`src/rtl/addr_filter_pkg.sv`:
```
package addr_filter_pkg;
  localparam int          CRC_W    = 32;
  localparam logic [31:0] CRC_POLY = 32'hEDB8_8320;
  localparam logic [31:0] CRC_SEED = 32'hFFFF_FFFF;

  // fold one byte, LSB first, reflected polynomial
  function automatic logic [CRC_W-1:0] crc_fold_byte(input logic [CRC_W-1:0] c,
                                                     input logic [7:0] d);
    logic [CRC_W-1:0] r;
    r = c;
    for (int i = 0; i < 8; i++) begin
      if (r[0] ^ d[i]) r = (r >> 1) ^ CRC_POLY;
      else             r = r >> 1;
    end
    return r;
  endfunction
endpackage

```
`src/rtl/af_frame_tracker.sv`:
```
module af_frame_tracker #(
  parameter  int ADDR_BYTES = 6,
  localparam int ADDR_W     = 8 * ADDR_BYTES,
  localparam int CNT_W      = $clog2(ADDR_BYTES + 1)
) (
  input  logic              clk,
  input  logic              rst_n,
  input  logic              frame_start,
  input  logic              beat,
  input  logic [7:0]        in_byte,
  output logic              take,
  output logic              last,
  output logic [ADDR_W-1:0] addr_full
);
  logic [CNT_W-1:0]    cnt_q;
  logic [CNT_W-1:0]    cnt_base;
  logic [ADDR_W-9:0]   head_q;   // earlier bytes; the newest one is in_byte

  assign cnt_base  = frame_start ? '0 : cnt_q;
  assign take      = beat && (cnt_base < CNT_W'(ADDR_BYTES));
  assign last      = take && (cnt_base == CNT_W'(ADDR_BYTES - 1));
  assign addr_full = {head_q, in_byte};

  always_ff @(posedge clk) begin
    if (!rst_n) begin
      cnt_q  <= '0;
      head_q <= '0;
    end else begin
      if (take) begin
        cnt_q  <= cnt_base + CNT_W'(1);
        head_q <= {head_q[ADDR_W-17:0], in_byte};
      end else if (frame_start) begin
        cnt_q <= '0;
      end
    end
  end
endmodule

```
`src/rtl/af_crc_engine.sv`:
```
module af_crc_engine
  import addr_filter_pkg::*;
(
  input  logic             clk,
  input  logic             rst_n,
  input  logic             restart,
  input  logic             take,
  input  logic [7:0]       in_byte,
  output logic [CRC_W-1:0] crc_next
);
  logic [CRC_W-1:0] crc_q;
  logic [CRC_W-1:0] seed;

  assign seed     = restart ? CRC_SEED : crc_q;
  assign crc_next = crc_fold_byte(seed, in_byte);

  always_ff @(posedge clk) begin
    if (!rst_n)       crc_q <= CRC_SEED;
    else if (take)    crc_q <= crc_next;
    else if (restart) crc_q <= CRC_SEED;
  end
endmodule

```
`src/rtl/af_hash_lookup.sv`:
```
module af_hash_lookup #(
  parameter  int HASH_W = 6,
  localparam int TBL_W  = (1 << HASH_W) / 2
) (
  input  logic [HASH_W-1:0] idx,
  input  logic              use_group,
  input  logic [TBL_W-1:0]  ind_hi,
  input  logic [TBL_W-1:0]  ind_lo,
  input  logic [TBL_W-1:0]  grp_hi,
  input  logic [TBL_W-1:0]  grp_lo,
  output logic              hit
);
  logic [2*TBL_W-1:0] ind_flat, grp_flat, sel_flat;

  // upper word carries indices TBL_W .. 2*TBL_W-1
  genvar g;
  generate
    for (g = 0; g < TBL_W; g++) begin : g_flat
      assign ind_flat[g]         = ind_lo[g];
      assign ind_flat[g + TBL_W] = ind_hi[g];
      assign grp_flat[g]         = grp_lo[g];
      assign grp_flat[g + TBL_W] = grp_hi[g];
    end
  endgenerate

  assign sel_flat = use_group ? grp_flat : ind_flat;
  assign hit      = sel_flat[idx];
endmodule

```
`src/rtl/addr_filter.sv`:
```
module addr_filter
  import addr_filter_pkg::*;
#(
  parameter  int ADDR_BYTES = 6,
  parameter  int HASH_W     = 6,
  localparam int ADDR_W     = 8 * ADDR_BYTES,
  localparam int TBL_W      = (1 << HASH_W) / 2
) (
  input  logic              clk,
  input  logic              rst_n,
  input  logic              frame_start,
  input  logic              in_valid,
  output logic              in_ready,
  input  logic [7:0]        in_byte,
  input  logic [31:0]       exact_hi,
  input  logic [ADDR_W-33:0] exact_lo,
  input  logic [TBL_W-1:0]  ind_tbl_hi,
  input  logic [TBL_W-1:0]  ind_tbl_lo,
  input  logic [TBL_W-1:0]  grp_tbl_hi,
  input  logic [TBL_W-1:0]  grp_tbl_lo,
  input  logic              bcast_reject,
  output logic              result_valid,
  output logic              accept
);
  logic              ready_q;
  logic              take, last, hit;
  logic [ADDR_W-1:0] addr_full;
  logic [CRC_W-1:0]  crc_next;
  logic              is_exact, is_bcast, verdict;

  assign in_ready = ready_q;

  af_frame_tracker #(.ADDR_BYTES(ADDR_BYTES)) u_track (
    .clk(clk), .rst_n(rst_n), .frame_start(frame_start),
    .beat(in_valid && ready_q), .in_byte(in_byte),
    .take(take), .last(last), .addr_full(addr_full));

  af_crc_engine u_crc (
    .clk(clk), .rst_n(rst_n), .restart(frame_start), .take(take),
    .in_byte(in_byte), .crc_next(crc_next));

  af_hash_lookup #(.HASH_W(HASH_W)) u_hash (
    .idx(crc_next[CRC_W-1 -: HASH_W]),
    .use_group(addr_full[ADDR_W-8]),
    .ind_hi(ind_tbl_hi), .ind_lo(ind_tbl_lo),
    .grp_hi(grp_tbl_hi), .grp_lo(grp_tbl_lo),
    .hit(hit));

  assign is_exact = (addr_full == {exact_hi, exact_lo});
  assign is_bcast = &addr_full;
  assign verdict  = is_exact || (is_bcast && !bcast_reject) || hit;

  always_ff @(posedge clk) begin
    if (!rst_n) begin
      ready_q      <= 1'b0;
      result_valid <= 1'b0;
      accept       <= 1'b0;
    end else begin
      ready_q      <= 1'b1;
      result_valid <= last;
      accept       <= last && verdict;
    end
  end
endmodule

```
`config.mk`:
```
export PLATFORM = sky130hd
export DESIGN_NAME = addr_filter
export DESIGN_NICKNAME = d
export VERILOG_FILES = /design/src/rtl/addr_filter_pkg.sv /design/src/rtl/af_frame_tracker.sv /design/src/rtl/af_crc_engine.sv /design/src/rtl/af_hash_lookup.sv /design/src/rtl/addr_filter.sv
export SDC_FILE = /design/constraint.sdc
export NUM_CORES = 1
export LEC_CHECK = 0
export BUFFER_PORTS_ARGS = -buffer_cell sky130_fd_sc_hd__buf_2
export CAP_MARGIN = 25
export CORE_MARGIN = 2
export CORE_UTILIZATION = 25
export DETAILED_ROUTE_END_ITERATION = 7
export GPL_ROUTABILITY_DRIVEN = 0
export HOLD_SLACK_MARGIN = 0.15
export PLACE_DENSITY = 0.52
export SLEW_MARGIN = 20
export SYNTH_ARGS = -nofsm -noshare
export SYNTH_HDL_FRONTEND = slang
export SYNTH_SLANG_ARGS = --single-unit
```
`constraint.sdc`:
```
create_clock -name clk -period 4.6 [get_ports clk]
set_input_delay 0.92 -clock clk [delete_from_list [all_inputs] [get_ports clk]]
set_output_delay 0.92 -clock clk [all_outputs]
set_load 0.02 [all_outputs]
```
# After elaboration in Yosys (flattened, before gate mapping)
# Index checks and enable logic that the tools add are counted.
[totals]
elab_cells = 52
regBits = 78
output_inout_bits = 3
input_bits = 189
[classes]
n_addsub = 1
reduce_logical = 9
bitwise = 16
magnitude_cmp = 2
eq_ne = 2
mux = 16
[ops]
columns = ["operator", "n"]
rows = [
  ["two-way mux 32 bit", 10],
  ["inverter 13 -> 14 bit", 8],
  ["two-way mux 64 bit", 1],
  ["equality test 48 bit", 1],
  ["AND reduction 48 bit", 1],
  ["bitwise XOR 1 bit", 8],
  ["< comparator 6 x 7 -> 1 bit, second input constant", 1],
  ["binary-select mux 1 bit (select 6 bit)", 1],
  ["two-way mux 3 bit", 2],
  ["logical AND 1 bit", 5],
  ["adder 3 x 1 -> 3 bit, second input constant", 1],
  ["equality test 3 bit, second input constant", 1],
  ["< comparator 3 bit, second input constant", 1],
  ["logical OR 1 bit", 2],
  ["two-way mux 1 bit", 2],
  ["zero test 1 bit", 1],
]

# Depth between registers and ports, before layout
[logic_depth]
ltp_word = 21
ltp_mapped = 13
mapped_depth_nobuf = 10

# Cells and area by module
# A second synthesis with hierarchy kept.
[unflattened]
hier_cells = 636
hier_area_um2 = 6082.1
[by_module_without_submodules]
columns = ["mod", "area_per_inst_um2", "instances", "cells_per_inst", "seq_area_each_um2"]
rows = [
  ["af_crc_engine", 2523.7, 1, 297, 640.6],
  ["af_frame_tracker", 1726.7, 1, 164, 860.8],
  ["af_hash_lookup", 1113.6, 1, 86, 0.0],
  ["addr_filter", 718.2, 1, 89, 60.1],
]

# Worst setup path before layout
# OpenSTA, ideal clock, no wires.
[synth_timing]
path_type = "input to register"
startpoint = "in in_byte[6]"
endpoint = "reg accept"
t_required_ps = 4480
arrival_time_ps = 3694
path_slack_ps = 786
setup_time_ps = 120
path_stages = 9
path_cell_list = "clkbuf_1 xor2_1 xnor3_1 xnor3_1 buf_6 mux4_1 mux4_2 o211a_1 a211o_1"
[synth_via]
elab_chain_len = 8
[synth_rtl]
columns = ["item", "line_no", "source"]
rows = [
  ["start, declared", "addr_filter.sv:14", "input logic [7:0] in_byte,"],
  ["bitwise XOR 1 bit", "addr_filter_pkg.sv:12", "if (r[0] ^ d[i]) r = (r >> 1) ^ CRC_POLY;"],
  ["two-way mux 32 bit", "addr_filter_pkg.sv:12", ""],
  ["inverter 13 -> 14 bit (no source line)", "-", ""],
  ["two-way mux 32 bit", "addr_filter_pkg.sv:12", ""],
  ["binary-select mux 1 bit (select 6 bit)", "af_hash_lookup.sv:27", "assign hit = sel_flat[idx];"],
  ["two-way mux 1 bit (not written as such)", "af_hash_lookup.sv:27", ""],
  ["logical OR 1 bit (*)", "addr_filter.sv:51", "assign verdict = is_exact || (is_bcast && !bcast_reject) || hit;"],
  ["logical AND 1 bit (*)", "addr_filter.sv:61", "accept <= last && verdict;"],
  ["end signal, assigned", "addr_filter.sv:61", ""],
  ["end, declared", "addr_filter.sv:23", "output logic accept"],
]
# Mark *: on every way between the ends. The rest lies on a longest branch, timed or not. The select of a mux whose other input is x is not followed.
# A chain may end at the register's enable or synchronous reset.

# Final worst setup path
[layout_timing]
startpoint = "in in_byte[0]"
endpoint = "reg accept"
[layout_via]
elab_chain_len = 15
[layout_rtl]
columns = ["item", "line_no"]
rows = [
  ["bitwise XOR 1 bit", "addr_filter_pkg.sv:12"],
  ["two-way mux 32 bit (6 in series)", "addr_filter_pkg.sv:12"],
  ["bitwise XOR 1 bit", "addr_filter_pkg.sv:12"],
  ["two-way mux 32 bit", "addr_filter_pkg.sv:12"],
  ["inverter 13 -> 14 bit (no source line)", "-"],
  ["two-way mux 32 bit", "addr_filter_pkg.sv:12"],
  ["binary-select mux 1 bit (select 6 bit)", "af_hash_lookup.sv:27"],
  ["two-way mux 1 bit (not written as such)", "af_hash_lookup.sv:27"],
  ["logical OR 1 bit (*)", "addr_filter.sv:51"],
  ["logical AND 1 bit (*)", "addr_filter.sv:61"],
]
# Marks and branches as above.

==> summary.txt <==
Logic synthesis
  – Syn_nets: 916
  – Synth Register Bits: 78
  – Cell accounting for the most synthesized area: dfxtp_1
  – Top-count cell post-synth: nand2_1
  – Ys async rst share: 0
  – Synth Cell Area: 5760 um^2
  – Seq/Total Area, Yosys: 0.271
  – Synth area leaders: dfxtp_1 27%, xor2_1 10%, xnor2_1 9.4%, nand2_1 8.9%, mux4_2 6.3%
  – Top FF cell, synth: dfxtp_1
  – Yosys top cell area share: 0.271
  – Synthesized instance count: 725
  – Synth warnings: 0
  – Post-synth EDFFs: 0
  – Synth cell types: 53
  – Syn_area_per_cell: 7.95 um^2
  – Synth cell count leaders: 136 x nand2_1, 78 x dfxtp_1, 67 x xor2_1, 66 x nor2_1, 62 x xnor2_1

Power
  – Switching power: 923 uW
  – Cell Pwr Density: 342 nW/um^2
  – Cell Int Power: 1.59 mW
  – Sw Share: 0.368
  – Static leakage: 2.98 nW
  – Reg power frac: 0.294
  – Logic pwr share: 0.433
  – Peak VDD IR: 152 uV
  – Clock share of power: 0.273

Finish
  – Area Overhead vs Synth: 27.5%
  – Fill cells: 2406
  – Layout Nets: 1091
  – Share of cells above drive strength 1: 0.295
  – N_diodes: 0
  – Fin area: 7350 um^2

Routing
  – Antenna-violating nets left: 0
  – DRC viols: 0
  – Detailed-route via count: 5803
  – DR vias/cell: 4.88
  – Final WL: 20600 um
  – Wire per inst: 17.3 um
  – Drt pass-1 iters: 7
  – Initial DRC Count: 395

Timing
  – Setup_tns: 0 ps
  – Tcrit/Tclk final: 0.857
  – RSZ-0062 raised after global routing: false
  – Final setup viols: 0
  – Max-slew violations: 0
  – Worst Tran Pin Value: 898 ps
  – Clock skew: 9.99 ps
  – Slew HR: 0.402
  – F_max: 254 MHz
  – Min Clock Period, post-route: 3940 ps
  – Final hold vios: 0

Floorplan
  – Die height: 156 um
  – Die X: 156 um
  – Die Area: 24300 um^2
  – Starting density of the core: 0.255
  – Std cell rows: 55
  – Placeable Area: 22600 um^2
  – I/O pins: 192

Clock tree
  – Post-cts sizing count: 0
  – TritonCTS clock tree: done
  – TritonCTS Buffers: 9
  – Maximum level of the CTS H-tree: 3
  – CTS Buffer Depth: 2
  – CTS root buf: clkbuf_16
  – Post-CTS Setup Bufs: 0
  – Sink Count: 78
  – Hold_buf cts: 0
  – Clk slew on worst S/H paths: 70 ps
  – Clock Latency Late Sink: 350 ps

Global route
  – First-pass GRT wire length: 32400 um
  – Initial antenna violation count: 0
  – GR Overflow Total: 0
  – Largest net degree at the start of global routing: 87
  – Vias in the first global route: 5866
  – GRT Total Usage: 0.171

Setup path
  – CP Launch Type: input port
  – Critical path launch point: in_byte[0]
  – Critical R2R Launch: u_crc.crc_q[6]
  – Arr. time, crit path: 4180 ps
  – CP Class: input port to register
  – Crit-path max FO: 19
  – Crit. End Element: register
  – Worst endpoint required time: 4830 ps

Min path
  – Hold_sp: u_track.head_q[37]
  – Min-Delay Path Class: register to register

Job
  – MaxCap Viol Count: 0

Status
  – Outcome: completed

Placement
  – DPL Wire Length: 16300 um
  – Placed cell area: 7070 um^2
  – Port Buffers: 191
critical path, cell delays in order:
cell and delay [ps]:
buf_2 110, xor2_1 310, xnor3_1 600, xnor3_2 410, buf_4 270, buf_4 290, mux4_2 540, o221ai_1 170
o21ai_0 160, o211a_1 150, a211o_1 230
through the flow:
stage                     hold WS (ps)  instances  total power [mW]  worst slack [ps]  utilization
after floorplan                    461        725              1.53               786            -
after global placement             473       1174              1.83               304        0.312
after detailed placement           482       1174              1.84               298        0.312
after CTS                          491       1190              2.53               664        0.325
after global routing               509       1190              2.65               466        0.325
final                              490       1190              2.51               658        0.325
cells by family (layout without fill, tap and decap cells):
| logic type | count (synthesis) | after routing | synth area share |
|---|---|---|---|
| AOI/OAI and AO/OA | 126 | 126 | 0.132 |
| DFF | 78 | 78 | 0.271 |
| muxes | 32 | 32 | 0.0996 |
| and+or+nand+nor | 290 | 290 | 0.222 |
| adders and majority gates | 2 | 2 | 0.00434 |
| buffers and inverters | 61 | 241 | 0.0464 |
| xor gates and xnor gates | 136 | 136 | 0.225 |
metal layers:
metal,up-vias,global-route usage,wire [um]
li1,2856,-,-
met1,2760,0.222,9200
met2,153,0.288,9930
met3,34,0.0275,924
met4,0,0.0568,497
met5,-,0,0
power by group through the flow:
| stage | logic [mW] | registers, mW | clock network (mW) |
|---|---|---|---|
| 2_1_floorplan | 0.794 | 0.738 | 0 |
| 3_3_place_gp | 1.08 | 0.752 | 0 |
| 3_5_place_dp | 1.09 | 0.752 | 0 |
| 4_1_cts | 1.09 | 0.737 | 0.698 |
| 5_1_grt | 1.18 | 0.741 | 0.725 |
| 6_report | 1.09 | 0.738 | 0.686 |
path summary, 6_finish.rpt:
| kind | depth (start not counted) | endpoint | slack (ps) |
|---|---|---|---|
| worst max-delay path | 11 | accept | 660 |
| worst min register to register | 2 | u_track.head_q[37] | 490 |
| worst min-delay path | 2 | u_track.head_q[37] | 490 |
| worst max register to register | 11 | accept | 1000 |
sequential cells by signal (all words and copies together) (netlist names):
| name | flops |
|---|---|
| u_crc.crc_q | 32 |
| accept | 1 |
| result_valid | 1 |
| u_track.cnt_q | 3 |
| u_track.head_q | 40 |
| in_ready | 1 |
layout by cell type, fill, tap and decap left out, types with 6 or more instances in the layout:
cell | Yosys | routed
buf_2 | 13 | 191
nand2_1 | 136 | 136
dfxtp_1 | 78 | 78
xor2_1 | 67 | 67
nor2_1 | 66 | 66
xnor2_1 | 62 | 61
a21oi_1 | 50 | 49
buf_4 | 2 | 29
o21ai_0 | 28 | 28
nor3_1 | 26 | 26
nand4_1 | 16 | 16
mux4_2 | 16 | 16
nand3_1 | 13 | 13
nor4_1 | 13 | 13
o22ai_1 | 11 | 11
mux2i_1 | 9 | 9
clkbuf_16 | 0 | 9
nand2b_1 | 6 | 6
a31oi_1 | 6 | 6
final cells by class:
type / instances / area (um^2) / share of cell area
clock buffer: 9 / 225 / 0.0306
clock inverter: 7 / 56.3 / 0.00766
inverter: 5 / 18.8 / 0.00255
multi-input combinational: 586 / 3960 / 0.538
sequential: 78 / 1560 / 0.212
tap: 285 / 357 / 0.0485
timing repair buffer: 220 / 1170 / 0.160
Note: power is estimated with default switching activity, not from simulation.
